**src/rtl/cic_pkg.sv**
```systemverilog
package cic_pkg;

    // Maps a ratio code j to log2 of the decimation ratio (j+1), limited to max_log.
    function automatic int unsigned ratio_log(input int unsigned code, input int unsigned max_log);
        int unsigned lg;
        lg = code + 1;
        if (lg > max_log) lg = max_log;
        return lg;
    endfunction

    // Width of a field able to hold the value n.
    function automatic int unsigned bits_for(input int unsigned n);
        return (n < 2) ? 1 : $clog2(n + 1);
    endfunction

endpackage

```
**src/rtl/cic_rate_ctrl.sv**
```systemverilog
module cic_rate_ctrl #(
    parameter int MAX_LOG = 4,
    parameter int SEL_W   = 2,
    parameter int LOG_W   = 3
) (
    input  logic             clk,
    input  logic             rst,
    input  logic             in_valid,
    input  logic [SEL_W-1:0] rate_sel,
    output logic             strobe,
    output logic [LOG_W-1:0] cur_log
);

    typedef struct packed {
        logic [MAX_LOG-1:0] cnt;
        logic [LOG_W-1:0]   lg;
    } ctrl_t;

    ctrl_t               st_d, st_q;
    logic [MAX_LOG-1:0]  mask;
    logic [LOG_W-1:0]    new_lg;

    always_comb begin
        new_lg = LOG_W'(cic_pkg::ratio_log(32'(rate_sel), MAX_LOG));
        mask   = {MAX_LOG{1'b1}} >> (LOG_W'(MAX_LOG) - st_q.lg);
        strobe = in_valid && !rst && (st_q.cnt == mask);
        st_d   = st_q;
        if (in_valid) begin
            if (strobe) begin
                st_d.cnt = '0;
                st_d.lg  = new_lg;
            end else begin
                st_d.cnt = st_q.cnt + 1'b1;
            end
        end
        if (rst) begin
            st_d.cnt = '0;
            st_d.lg  = new_lg;
        end
    end

    always_ff @(posedge clk) begin
        st_q <= st_d;
    end

    assign cur_log = st_q.lg;

    // the ratio only moves on a period-closing sample
    a_r4_ratio_hold: assert property (@(posedge clk) disable iff (rst)
        !strobe |=> $stable(cur_log));

    // the counter never runs past R-1
    a_r3_count_bound: assert property (@(posedge clk) disable iff (rst)
        st_q.cnt <= mask);

    // a period end restarts the count
    a_r3_restart: assert property (@(posedge clk) disable iff (rst)
        strobe |=> (st_q.cnt == '0));

    // idle cycles leave the counter alone
    a_r7_count_idle: assert property (@(posedge clk) disable iff (rst)
        !in_valid |=> $stable(st_q.cnt));

endmodule

```
**src/rtl/cic_integ_chain.sv**
```systemverilog
module cic_integ_chain #(
    parameter int IN_W   = 12,
    parameter int REG_W  = 24,
    parameter int STAGES = 3
) (
    input  logic             clk,
    input  logic             rst,
    input  logic             in_valid,
    input  logic [IN_W-1:0]  in_data,
    output logic [REG_W-1:0] acc_out
);

    typedef logic [STAGES-1:0][REG_W-1:0] vec_t;

    typedef struct packed {
        vec_t s;   // partial sum vectors
        vec_t c;   // carry vectors
    } integ_t;

    integ_t                  st_d, st_q;
    logic [REG_W-1:0]        x_ext;
    logic [REG_W-1:0]        feed_s [STAGES];
    logic [REG_W-1:0]        feed_c [STAGES];

    // 3:2 compressor; element 0 is the sum word, element 1 the shifted carry word.
    function automatic logic [1:0][REG_W-1:0] csa(input logic [REG_W-1:0] a,
                                                  input logic [REG_W-1:0] b,
                                                  input logic [REG_W-1:0] e);
        logic [1:0][REG_W-1:0] r;
        r[0] = a ^ b ^ e;
        r[1] = ((a & b) | (a & e) | (b & e)) << 1;
        return r;
    endfunction

    always_comb begin
        logic [1:0][REG_W-1:0] t1;
        logic [1:0][REG_W-1:0] t2;
        x_ext     = {{(REG_W-IN_W){in_data[IN_W-1]}}, in_data};
        feed_s[0] = x_ext;
        feed_c[0] = '0;
        for (int i = 1; i < STAGES; i++) begin
            feed_s[i] = st_q.s[i-1];
            feed_c[i] = st_q.c[i-1];
        end
        st_d = st_q;
        t1   = '0;
        t2   = '0;
        if (in_valid) begin
            for (int i = 0; i < STAGES; i++) begin
                t1 = csa(st_q.s[i], st_q.c[i], feed_s[i]);
                t2 = csa(t1[0], t1[1], feed_c[i]);
                st_d.s[i] = t2[0];
                st_d.c[i] = t2[1];
            end
        end
        if (rst) st_d = '0;
    end

    always_ff @(posedge clk) begin
        st_q <= st_d;
    end

    // The only carry-propagate adder of the chain.
    assign acc_out = st_q.s[STAGES-1] + st_q.c[STAGES-1];

    // no integrator state moves on an idle cycle
    a_r7_integ_idle: assert property (@(posedge clk) disable iff (rst)
        !in_valid |=> $stable(acc_out));

    // reset leaves the integrators at zero
    a_r1_integ_clear: assert property (@(posedge clk) disable iff (rst)
        $fell(rst) |-> (acc_out == '0));

endmodule

```
**src/rtl/cic_comb_chain.sv**
```systemverilog
module cic_comb_chain #(
    parameter int IN_W    = 12,
    parameter int REG_W   = 24,
    parameter int STAGES  = 3,
    parameter int MAX_LOG = 4,
    parameter int LOG_W   = 3
) (
    input  logic             clk,
    input  logic             rst,
    input  logic             take,
    input  logic [LOG_W-1:0] shift_log,
    input  logic [REG_W-1:0] data_in,
    output logic             out_valid,
    output logic [IN_W-1:0]  out_data
);

    localparam int SH_W = cic_pkg::bits_for(STAGES * MAX_LOG);

    typedef struct packed {
        logic [STAGES-1:0][REG_W-1:0] dly;
        logic [IN_W-1:0]              dout;
        logic                         vld;
    } comb_t;

    comb_t             st_d, st_q;
    logic [REG_W-1:0]  stage_in [STAGES+1];
    logic [SH_W-1:0]   sh;

    always_comb begin
        stage_in[0] = data_in;
        for (int i = 0; i < STAGES; i++) begin
            stage_in[i+1] = stage_in[i] - st_q.dly[i];
        end
        sh       = SH_W'(STAGES) * SH_W'(shift_log);
        st_d     = st_q;
        st_d.vld = take;
        if (take) begin
            for (int i = 0; i < STAGES; i++) begin
                st_d.dly[i] = stage_in[i];
            end
            st_d.dout = IN_W'($signed(stage_in[STAGES]) >>> sh);
        end
        if (rst) st_d = '0;
    end

    always_ff @(posedge clk) begin
        st_q <= st_d;
    end

    assign out_valid = st_q.vld;
    assign out_data  = st_q.dout;

    // the output strobe follows the period strobe by one edge
    a_r2_take_to_valid: assert property (@(posedge clk) disable iff (rst)
        take |=> out_valid);

    // output data is held between strobes
    a_r2_data_hold: assert property (@(posedge clk) disable iff (rst)
        !take |=> $stable(out_data));

endmodule

```
**src/rtl/cic_decim.sv**
```systemverilog
module cic_decim #(
    parameter int IN_W    = 12,
    parameter int STAGES  = 3,
    parameter int MAX_LOG = 4,
    parameter int SEL_W   = (MAX_LOG > 1) ? $clog2(MAX_LOG) : 1
) (
    input  logic             clk,
    input  logic             rst,
    input  logic             in_valid,
    input  logic [IN_W-1:0]  in_data,
    input  logic [SEL_W-1:0] rate_sel,
    output logic             out_valid,
    output logic [IN_W-1:0]  out_data
);

    localparam int REG_W = IN_W + STAGES * MAX_LOG;
    localparam int LOG_W = cic_pkg::bits_for(MAX_LOG);

    typedef struct packed {
        logic             take;
        logic [LOG_W-1:0] lg;
    } pipe_t;

    pipe_t             pipe_d, pipe_q;
    logic              strobe;
    logic [LOG_W-1:0]  cur_log;
    logic [REG_W-1:0]  acc;

    cic_rate_ctrl #(
        .MAX_LOG (MAX_LOG),
        .SEL_W   (SEL_W),
        .LOG_W   (LOG_W)
    ) u_ctrl (
        .clk      (clk),
        .rst      (rst),
        .in_valid (in_valid),
        .rate_sel (rate_sel),
        .strobe   (strobe),
        .cur_log  (cur_log)
    );

    cic_integ_chain #(
        .IN_W   (IN_W),
        .REG_W  (REG_W),
        .STAGES (STAGES)
    ) u_integ (
        .clk      (clk),
        .rst      (rst),
        .in_valid (in_valid),
        .in_data  (in_data),
        .acc_out  (acc)
    );

    // The integrator result of a closing sample is ready one edge later;
    // the scale of the closing period travels with it.
    always_comb begin
        pipe_d      = pipe_q;
        pipe_d.take = strobe;
        if (strobe) pipe_d.lg = cur_log;
        if (rst) pipe_d = '0;
    end

    always_ff @(posedge clk) begin
        pipe_q <= pipe_d;
    end

    cic_comb_chain #(
        .IN_W    (IN_W),
        .REG_W   (REG_W),
        .STAGES  (STAGES),
        .MAX_LOG (MAX_LOG),
        .LOG_W   (LOG_W)
    ) u_comb (
        .clk       (clk),
        .rst       (rst),
        .take      (pipe_q.take),
        .shift_log (pipe_q.lg),
        .data_in   (acc),
        .out_valid (out_valid),
        .out_data  (out_data)
    );

    // quiet output right after reset
    a_r1_reset_quiet: assert property (@(posedge clk) disable iff (rst)
        $fell(rst) |-> (!out_valid && out_data == '0));

    // never two output strobes in a row
    a_r2_single_pulse: assert property (@(posedge clk) disable iff (rst)
        out_valid |=> !out_valid);

    // a closing sample leads to the pipeline take on the next edge
    a_r2_strobe_to_take: assert property (@(posedge clk) disable iff (rst)
        strobe |=> pipe_q.take);

    // the scale used for the output is the one in force during the period
    a_r4_old_scale: assert property (@(posedge clk) disable iff (rst)
        strobe |=> (pipe_q.lg == $past(cur_log)));

endmodule

```
**config.mk**
```make
export PLATFORM = sky130hd
export DESIGN_NAME = cic_decim
export DESIGN_NICKNAME = d
export VERILOG_FILES = /design/src/rtl/cic_pkg.sv /design/src/rtl/cic_rate_ctrl.sv /design/src/rtl/cic_integ_chain.sv /design/src/rtl/cic_comb_chain.sv /design/src/rtl/cic_decim.sv
export SDC_FILE = /design/constraint.sdc
export NUM_CORES = 1
export LEC_CHECK = 0
export ABC_AREA = 1
export BUFFER_PORTS_ARGS = -buffer_cell sky130_fd_sc_hd__buf_2
export CAP_MARGIN = 30
export CORE_ASPECT_RATIO = 0.6
export CORE_UTILIZATION = 33
export CTS_CLUSTER_SIZE = 8
export DETAILED_ROUTE_END_ITERATION = 8
export PLACE_DENSITY_LB_ADDON = 0.3
export REMOVE_ABC_BUFFERS = 1
export SYNTH_ARGS = -nofsm -noshare
export SYNTH_HDL_FRONTEND = slang
export SYNTH_SLANG_ARGS = --single-unit
```
**constraint.sdc**
```tcl
create_clock -name clk -period 8 [get_ports clk]
set_input_delay 1.6 -clock clk [delete_from_list [all_inputs] [get_ports clk]]
set_output_delay 1.6 -clock clk [all_outputs]
set_load 0.1 [all_outputs]
```
==> flow_summary_export.csv <==
group,metric,value,unit
outcome,status,"finished with violations",
outcome,violations,"DRC",
layout,diodes,0,
global_routing,grt_start_max_net_pins,119,
clock_tree,htreeDepth,2,
setup_path,cp_top_family,"simple AND/OR/NAND/NOR gates",
die,die_h,174,um
global_routing,grt-ovfl-total,0,
min_path,hp-class,"register to register",
logic_synthesis,yosys_warnings,0,
logic_synthesis,ys_seq_elements,234,
layout,final_cell_mix,"nor2_1, nand2_1, inv_1",
timing,finalCritPeriodShare,85.9,%
clock_tree,post_cts_resized,0,
routing,wl_met2,13200,um
timing,clock_skew,0.0306,ns
setup_path,critPathLaunchType,"register",
global_routing,grt_usage,15.0,%
routing,highest_layer,"met4",
setup_path,slowest_delay,0.39,ns
global_routing,antenna_found_initial,0,
routing,drc_errors,1,
die,die_x,288,um
setup_path,worstSetupPathType,"register to register",
routing,wl_per_cell,13.2,um
clock_tree,cts_tree,"done",
logic_synthesis,synth_cell_types,53,
clock_tree,clk_latency,0.54,ns
placement,portBuffers,29,
clock_tree,cts_hold_buffers,0,
timing,hold_viol_final,0,
timing,setup_viol_count_final,0,
routing,met1Wirelength,20500,um
logic_synthesis,syn-cell-area,16200,sq um
logic_synthesis,async_flop_share,0,%
routing,dr_total_vias,13000,
setup_path,cp.required,8.37,ns
global_routing,grt_first_pass_wirelength,63200,um
clock_tree,clock_path_buffers,3,
setup_path,path_buf_inv,5,
timing,relSlewSlack,32.1,%
setup_path,worst_ep_arrival_time,7.24,ns
die,die_area,50100,sq um
global_routing,grt_pass1_vias,12800,
die,io_pins,30,
logic_synthesis,syn_inst,2099,
die,fp.coreArea,48200,sq um
timing,worst_slew_pin_slew,1.01,ns
routing,viasPerCell,4.79,
routing,wl_met3,1850,um
placement,place_congestion,0.873,
timing,postLayoutSetupSlackWorst,1.13,ns
timing,finalCriticalPeriod,6.87,ns
placement,pre_cts_ws,1.17,ns
clock_tree,cts_made_buffers,35,
routing,routed_wl,36000,um
layout,drive_above_1_share,5.87,%
die,start_util,33.7,%
setup_path,critical_path.most_common_cell,"nand2_1",
layout,final_common_cell,"nor2_1",
timing,rsz0062_at_grt,"no",
clock_tree,cts_root_buf,"clkbuf_16",
setup_path,end_kind,"register",
routing,drt_iter0_drc,819,
die,rows,62,
routing,antenna_left,0,
clock_tree,clkTransAtPathRegs,0.05,ns
logic_synthesis,yosysSeqAreaShare,29.0,%
clock_tree,clock_sinks,234,
layout,layout.nets,2327,
layout,syn_to_final_growth,9.51,%
timing,fmax,146,MHz
logic_synthesis,synth_edf_count,3,
logic_synthesis,synthFlopType,"dfxtp_1",
timing,tns,0,ns
setup_path,cpMaxStageDelayCell,"fa_1",
layout,fillerInstances,4975,
logic_synthesis,synth.avg_cell_area,7.74,sq um
timing,slew_viol_final,0,
placement,place_hpwl,26200,um
clock_tree,cts_setup_buffers,0,
setup_path,cp_max_fo,5,
routing,dr.pass1.iters,8,
flow_run,maxCapViolCount,0,
## state kept, by name, summed over array words and instances, names as in the netlist
register / cells
u_comb.out_data: 12
u_integ.st_q: 46
pipe_q: 4
u_ctrl.cur_log: 3
u_integ.feed_s: 48
u_integ.feed_c: 44
u_comb.st_q: 72
u_comb.out_valid: 1
u_ctrl.st_q: 4
## per-layer routing
| layer | GRT usage [%] | up-vias |
|---|---|---|
| met5 | 0 | - |
| met4 | 2.67 | 0 |
| met3 | 2.72 | 46 |
| met2 | 20.4 | 212 |
| met1 | 24.2 | 6012 |
| li1 | - | 6754 |
## Yosys cell counts (5+ instances only)
master,n,area [sq um]
a21oi_1,171,856
a21oi_2,5,43.8
buf_2,6,30.0
buf_4,15,113
o21bai_1,8,60.1
fa_1,110,2200
o21ai_0,248,1240
dfxtp_1,231,4620
nand3_2,7,70.1
nor2_1,296,1110
inv_1,252,946
a31oi_1,15,93.8
clkbuf_1,70,263
o211ai_1,8,60.1
nor3_1,11,55.1
o21ai_1,13,65.1
ha_1,127,1590
nand2_1,266,998
o21ai_2,9,78.8
nand2_2,6,37.5
nand4_1,7,43.8
nand3_1,72,360
xnor2_1,30,263
xor2_1,57,499
## final timing paths
check / from / end / slack [ns] / cells after the start
max reg2reg: u_integ.st_q[50]$_SDFFE_PP0P_ / u_comb.out_data[10]$_SDFFE_PP0P_ / 1.13 / 40
min reg2reg: u_comb.st_q[15]$_SDFFE_PP0P_ / u_comb.st_q[15]$_SDFFE_PP0P_ / 0.46 / 2
max: u_integ.st_q[50]$_SDFFE_PP0P_ / u_comb.out_data[10]$_SDFFE_PP0P_ / 1.13 / 40
min: u_comb.st_q[15]$_SDFFE_PP0P_ / u_comb.st_q[15]$_SDFFE_PP0P_ / 0.46 / 2
## worst min-delay path: cells and delay by family (launching register included)
kind / cells / cell delay (ns)
DFF: 1 / 0.29
AOI/OAI and AO/OA: 1 / 0.06
buffers and inverters: 1 / 0.06
## kinds of logic (layout without fill, tap and decap cells)
kind of cell,Yosys count,in the layout,synth area share [%]
AO/OA/AOI/OAI,502,502,16.7
buffers and inverters,357,335,8.99
XOR/XNOR,87,87,4.69
AND/OR/NAND/NOR,678,678,17.0
multiplexers,4,4,0.246
adder cells (fa/ha/maj),237,237,23.3
flip-flops,234,234,29.0
## metrics by stage
stage	utilization (%)	std cells	cell area (sq um)	hold slack (ns)
2_1_floorplan	-	1997	15700	0.437
3_3_place_gp	34.8	2675	16800	0.449
3_5_place_dp	34.8	2675	16800	0.458
4_1_cts	36.9	2716	17800	0.469
6_report	36.9	2717	17800	0.464
5_1_grt	36.9	2717	17800	0.496
## final cells by class
cell class | instances | area [sq um] | area share (%)
Sequential cell | 234 | 4710 | 26.5
Clock buffer | 38 | 918 | 5.16
Tap cell | 640 | 801 | 4.50
Multi-Input combinational cell | 1508 | 10100 | 56.6
Clock inverter | 3 | 80.1 | 0.450
Timing Repair Buffer | 39 | 243 | 1.36
Inverter | 255 | 963 | 5.42
Power is not shown: default switching activity piles up to over one toggle a cycle in this logic, so the estimate is an artifact.
